===== src/rtl/sigdet_pkg.sv =====
package sigdet_pkg;

    localparam int unsigned DEF_IDLE_LIMIT = 30;
    localparam int unsigned DEF_PULSES_REQ = 2;

    typedef enum logic {
        SPEED_10M  = 1'b0,
        SPEED_100M = 1'b1
    } speed_e;

    typedef enum logic {
        LVL_SQUELCH   = 1'b0,
        LVL_UNSQUELCH = 1'b1
    } level_e;

    typedef enum logic {
        REF_TX_CLOCK = 1'b0,
        REF_LINE     = 1'b1
    } cdr_ref_e;

endpackage


===== src/rtl/sigdet_idle_timer.sv =====
module sigdet_idle_timer #(
    parameter int unsigned IDLE_LIMIT = 30
) (
    input  logic clk,
    input  logic rst_n,
    input  logic pulse_i,
    output logic expire_o
);
    localparam int unsigned TW = $clog2(IDLE_LIMIT + 1);
    localparam logic [TW-1:0] LOAD_VAL = TW'(IDLE_LIMIT);

    typedef struct packed {
        logic [TW-1:0] left;
    } tmr_t;

    tmr_t st_d, st_q;

    always_comb begin
        st_d = st_q;
        if (pulse_i) begin
            st_d.left = LOAD_VAL;
        end else if (st_q.left != '0) begin
            st_d.left = st_q.left - 1'b1;
        end
        expire_o = (st_q.left == TW'(1)) && !pulse_i;
    end

    always_ff @(posedge clk) begin
        if (!rst_n) st_q <= '0;
        else        st_q <= st_d;
    end

    // every pulse reloads the full idle window
    a_r4_reload: assert property (@(posedge clk) disable iff (!rst_n)
        pulse_i |=> (st_q.left == LOAD_VAL));

    // the timer never goes above its load value
    a_r6_bound: assert property (@(posedge clk) disable iff (!rst_n)
        st_q.left <= LOAD_VAL);

endmodule


===== src/rtl/sigdet_pulse_cnt.sv =====
module sigdet_pulse_cnt #(
    parameter int unsigned PULSES_REQ = 2
) (
    input  logic clk,
    input  logic rst_n,
    input  logic pulse_i,
    input  logic clear_i,
    output logic reach_o
);
    localparam int unsigned CW = $clog2(PULSES_REQ + 1);
    localparam logic [CW-1:0] LAST = CW'(PULSES_REQ - 1);

    typedef struct packed {
        logic [CW-1:0] seen;
    } cnt_t;

    cnt_t st_d, st_q;

    always_comb begin
        st_d    = st_q;
        reach_o = 1'b0;
        if (clear_i) begin
            st_d.seen = '0;
        end else if (pulse_i) begin
            if (st_q.seen == LAST) begin
                reach_o   = 1'b1;
                st_d.seen = '0;
            end else begin
                st_d.seen = st_q.seen + 1'b1;
            end
        end
    end

    always_ff @(posedge clk) begin
        if (!rst_n) st_q <= '0;
        else        st_q <= st_d;
    end

    // a clear request leaves nothing pending
    a_r8_clear_zero: assert property (@(posedge clk) disable iff (!rst_n)
        clear_i |=> (st_q.seen == '0));

    // the pending count never reaches the required number
    a_r1_cnt_bound: assert property (@(posedge clk) disable iff (!rst_n)
        st_q.seen <= LAST);

endmodule


===== src/rtl/sigdet_ctrl.sv =====
module sigdet_ctrl
    import sigdet_pkg::*;
(
    input  logic clk,
    input  logic rst_n,
    input  logic pulse_i,
    input  logic manch_i,
    input  logic speed_i,
    input  logic expire_i,
    input  logic reach_i,
    output logic clear_o,
    output logic det_o
);
    typedef struct packed {
        logic det;
    } ctl_t;

    ctl_t   st_d, st_q;
    speed_e spd;
    logic   drop;

    always_comb begin
        spd     = speed_e'(speed_i);
        drop    = (spd == SPEED_100M) ? expire_i : !manch_i;
        st_d    = st_q;
        clear_o = st_q.det || expire_i;
        if (st_q.det) begin
            if (drop) st_d.det = 1'b0;
        end else if (reach_i) begin
            st_d.det = 1'b1;
        end
        det_o = st_q.det;
    end

    always_ff @(posedge clk) begin
        if (!rst_n) st_q <= '0;
        else        st_q <= st_d;
    end

    // detect only rises at an edge that sampled a pulse
    a_r1_rise_on_pulse: assert property (@(posedge clk) disable iff (!rst_n)
        (!st_q.det && st_d.det) |-> pulse_i);

    // 100 Mb/s idle expiry drops detect
    a_r4_timeout_drop: assert property (@(posedge clk) disable iff (!rst_n)
        (st_q.det && speed_i && expire_i) |=> !st_q.det);

    // 10 Mb/s loss of Manchester data drops detect
    a_r5_manch_drop: assert property (@(posedge clk) disable iff (!rst_n)
        (st_q.det && !speed_i && !manch_i) |=> !st_q.det);

    // expiry while waiting never raises detect
    a_r6_no_rise_on_idle: assert property (@(posedge clk) disable iff (!rst_n)
        (!st_q.det && expire_i) |=> !st_q.det);

endmodule


===== src/rtl/line_sigdet.sv =====
module line_sigdet
    import sigdet_pkg::*;
#(
    parameter int unsigned IDLE_LIMIT = DEF_IDLE_LIMIT,
    parameter int unsigned PULSES_REQ = DEF_PULSES_REQ
) (
    input  logic clk,
    input  logic rst_n,
    input  logic pulse_valid_i,
    input  logic manch_valid_i,
    input  logic speed_100_i,
    output logic sig_detect_o,
    output logic thresh_low_o,
    output logic adapt_release_o,
    output logic cdr_use_line_o
);
    logic expire, reach, clear, det;

    sigdet_idle_timer #(.IDLE_LIMIT(IDLE_LIMIT)) u_timer (
        .clk      (clk),
        .rst_n    (rst_n),
        .pulse_i  (pulse_valid_i),
        .expire_o (expire)
    );

    sigdet_pulse_cnt #(.PULSES_REQ(PULSES_REQ)) u_cnt (
        .clk     (clk),
        .rst_n   (rst_n),
        .pulse_i (pulse_valid_i),
        .clear_i (clear),
        .reach_o (reach)
    );

    sigdet_ctrl u_ctrl (
        .clk      (clk),
        .rst_n    (rst_n),
        .pulse_i  (pulse_valid_i),
        .manch_i  (manch_valid_i),
        .speed_i  (speed_100_i),
        .expire_i (expire),
        .reach_i  (reach),
        .clear_o  (clear),
        .det_o    (det)
    );

    level_e   lvl;
    cdr_ref_e ref_sel;

    always_comb begin
        lvl     = det ? LVL_UNSQUELCH : LVL_SQUELCH;
        ref_sel = det ? REF_LINE : REF_TX_CLOCK;
    end

    assign sig_detect_o    = det;
    assign thresh_low_o    = (lvl == LVL_UNSQUELCH);
    assign adapt_release_o = det;
    assign cdr_use_line_o  = (ref_sel == REF_LINE);

    // outputs are quiet during reset
    a_r9_reset_quiet: assert property (@(posedge clk)
        !rst_n |=> !sig_detect_o);

endmodule


===== config.mk =====
export PLATFORM = sky130hd
export DESIGN_NAME = line_sigdet
export DESIGN_NICKNAME = d
export VERILOG_FILES = /design/src/rtl/sigdet_pkg.sv /design/src/rtl/sigdet_idle_timer.sv /design/src/rtl/sigdet_pulse_cnt.sv /design/src/rtl/sigdet_ctrl.sv /design/src/rtl/line_sigdet.sv
export SDC_FILE = /design/constraint.sdc
export NUM_CORES = 1
export LEC_CHECK = 0
export BUFFER_PORTS_ARGS = -buffer_cell sky130_fd_sc_hd__buf_2
export CORE_AREA = 2 2 39 41
export DETAILED_ROUTE_END_ITERATION = 10
export DIE_AREA = 0 0 41 43
export GPL_TIMING_DRIVEN = 0
export PLACE_DENSITY_LB_ADDON = 0.3
export SETUP_SLACK_MARGIN = 0.15
export SLEW_MARGIN = 20
export SYNTH_ARGS = -nofsm -noshare
export SYNTH_HDL_FRONTEND = slang
export SYNTH_HIERARCHICAL = 1
export SYNTH_SLANG_ARGS = --single-unit

===== constraint.sdc =====
create_clock -name clk -period 1.6 [get_ports clk]
set_clock_uncertainty 0.15 [all_clocks]
set_input_delay 0.32 -clock clk [delete_from_list [all_inputs] [get_ports clk]]
set_output_delay 0.32 -clock clk [all_outputs]
set_load 0.01 [all_outputs]

==> flow_metrics.py <==
metrics = {
    "route": {
        "antenna_left": 0,
        "first_iter_violations": 4,
        "drcViolationCount": 0,
        "dr.pass1.iters": 4,
        "wirelength_um": 874,
        "wire_per_inst_um": 11.2,
        "vias": 381,
        "via_per_inst": 4.88,
    },
    "layout": {
        "fin_util_pct": 45.7,
        "area_growth_pct": 39.5,
        "layout.nets": 72,
        "num_antenna_cells": 0,
        "seq_area_um2": 169,
        "final_layout_size_suffix_gt1_share_pct": 61.3,
        "multi_input_area_um2": 297,
        "final_cell_count_no_fill": 78,
        "fillers": 144,
    },
    "global_routing": {
        "grt_pass1_vias": 357,
        "grt.overflow.total": 0,
        "grt_max_degree": 9,
        "grtUsageTotal_pct": 12.5,
        "antenna_found_initial": 0,
        "grt_pass1_wl_um": 1440,
    },
    "die": {
        "die_area_um2": 1760,
        "io_pins": 9,
        "die-height_um": 43,
        "start_util_pct": 32.7,
        "dieWidth_um": 41,
        "core-area_um2": 1380,
        "rows": 14,
    },
    "cts": {
        "clk_latency_ns": 0.26,
        "cts_sinks": 8,
        "htree_levels": 1,
        "cts_buffers": 3,
        "path_clk_slew_ns": 0.06,
        "cts_tree": "yes",
        "clockBufferDepth": 2,
        "cts-root-buf": "clkbuf_4",
    },
    "yosys": {
        "synth_largest_area_cell": "dfxtp_1",
        "synthesis.nets": 53,
        "synth_commonest_cells": "8 x dfxtp_1, 3 x buf_4, 3 x ha_1, 3 x inv_1",
        "synth_edf_count": 0,
        "yosys_register_bits": 8,
        "async_flop_share_pct": 0,
        "yosys-top-cells-area": "dfxtp_1 35%, ha_1 8.3%, nor4b_4 5.2%",
        "synthCells": 45,
        "yosys_warnings": 6,
        "synth_flop_cell": "dfxtp_1",
        "ys_seq_area_share_pct": 35.4,
        "synth_area_um2": 453,
        "yosysMostFrequentCell": "dfxtp_1",
        "avgSynthCellArea_um2": 10.1,
        "ys_types": 28,
        "synth_top_area_share_pct": 35.4,
    },
    "flow_run": {
        "drv_cap": 0,
    },
    "power_and_ir_drop": {
        "p_int_uw": 401,
        "comb_power_share_pct": 27.5,
        "vdd_drop_max_uv": 431,
        "p_sw_uw": 163,
        "p_leak_nw": 0.280,
        "p_sw_share_pct": 28.9,
        "total_power_uw": 564,
        "seqPwrFrac_pct": 44.0,
        "clkPwrFrac_pct": 28.5,
        "power.density_nw_per_um2": 893,
    },
    "timing": {
        "final_hold_viol_count": 0,
        "rsz0062_at_grt": "yes",
        "drv_slew": 0,
        "tns_ns": 0,
        "worst_slew_pin_slew_ns": 0.247,
        "clock.fmax_mhz": 694,
        "fin_crit_ns": 1.44,
        "min_period_over_period_pct": 90.1,
        "slew_headroom_pct": 83.3,
        "finalSetupViolCount": 0,
        "finalWorstSetupSlack_ns": 0.159,
    },
    "worst_setup_path": {
        "r2r-start": "u_timer/st_q[1]",
        "crit_required_ns": 1.64,
        "cp_max_fo": 4,
        "endpoint_kind": "flop",
        "arrival_ns": 1.48,
        "crit_path_start": "u_timer/st_q[1]",
        "start_kind": "flop",
        "critical_path_class": "reg -> reg",
    },
    "run_status": {
        "outcome": "finished clean",
    },
    "min_path": {
        "hold_class": "in -> reg",
        "hp-start": "manch_valid_i",
    },
    "placed_design": {
        "port_buffers": 8,
        "dp_cells": 69,
        "place.gp.congestion": 0.782,
        "pre_cts_ws_ns": 0.0340,
        "post-dp-hpwl_um": 568,
    },
}
## registers in the layout (all words and copies together), names as in the netlist
signal and cells:
u_timer/st_q 5, u_cnt/st_q 2, u_ctrl/det_o 1
## stage by stage
| stage | hold slack [ns] | instance area, um^2 |
|---|---|---|
| 6_report | 0.181 | 632 |
| 4_1_cts | 0.171 | 571 |
| 3_5_place_dp | 0.369 | 520 |
| 2_1_floorplan | 0.288 | 460 |
| 3_3_place_gp | 0.365 | 520 |
| 5_1_grt | 0.206 | 632 |
## placed cells by master, fill, tap and decap left out, types with 2 or more instances in the layout
master    instances
dfxtp_1           3
ha_2              2
buf_4             9
clkbuf_4          3
buf_2             8
nor2_1            2
inv_4             2
dfxtp_2           4
## final timing paths
path / endpoint / slack, ns / cells past startpoint
worst min register to register: u_ctrl/det_o / 0.38 / 1
worst min-delay path: u_ctrl/det_o / 0.18 / 3
worst max-delay path: u_ctrl/det_o / 0.16 / 7
worst max register to register: u_ctrl/det_o / 0.16 / 7
## critical path: stages (launching register included)
cell and delay (ns):
dfxtp_2 0.35, inv_4 0.05, ha_2 0.16, and3_4 0.14
or2_4 0.23, nor3_2 0.10, o21ai_1 0.07, a31oi_1 0.12
## power by group through the flow
stage	logic, mW	clock network (mW)	registers, mW
floorplan	0.0915	0	0.244
finish	0.155	0.161	0.248
CTS	0.131	0.173	0.246
global route	0.173	0.180	0.251
detailed placement	0.121	0	0.248
global placement	0.119	0	0.248
## routing by layer
metal | up-vias | track usage [%] | share of wire, %
met5 | - | 0 | 0
li1 | 194 | - | -
met1 | 177 | 13.5 | 45
met3 | 0 | 9.42 | 6.8
met4 | 0 | 2.00 | 0
met2 | 10 | 19.4 | 48
## area by class of cell
class	count	area share (%)
Timing Repair Buffer	14	13.5
Inverter	3	2.57
Sequential cell	8	26.7
Buffer	3	3.56
Clock buffer	3	3.56
Tap cell	16	3.17
Multi-Input combinational cell	31	46.9
## kinds of logic (layout without fill, tap and decap cells)
| family | Yosys count | after routing | share of synthesized area (%) |
|---|---|---|---|
| flip-flops | 8 | 8 | 35.4 |
| adder cells (fa/ha/maj) | 3 | 3 | 8.29 |
| multiplexers | 1 | 1 | 2.21 |
| XOR/XNOR | 2 | 2 | 3.87 |
| buffers and inverters | 6 | 23 | 7.46 |
| AO/OA/AOI/OAI | 7 | 7 | 12.4 |
| AND/OR/NAND/NOR | 18 | 18 | 30.4 |
## what timing repair did
item,CTS,global route
pin swaps,1,2
hold buffers,0,0
setup endpoints to repair,5,8
gates resized for setup,7,8
setup buffers,2,4
No activity file was read; power rests on OpenSTA's default activity.
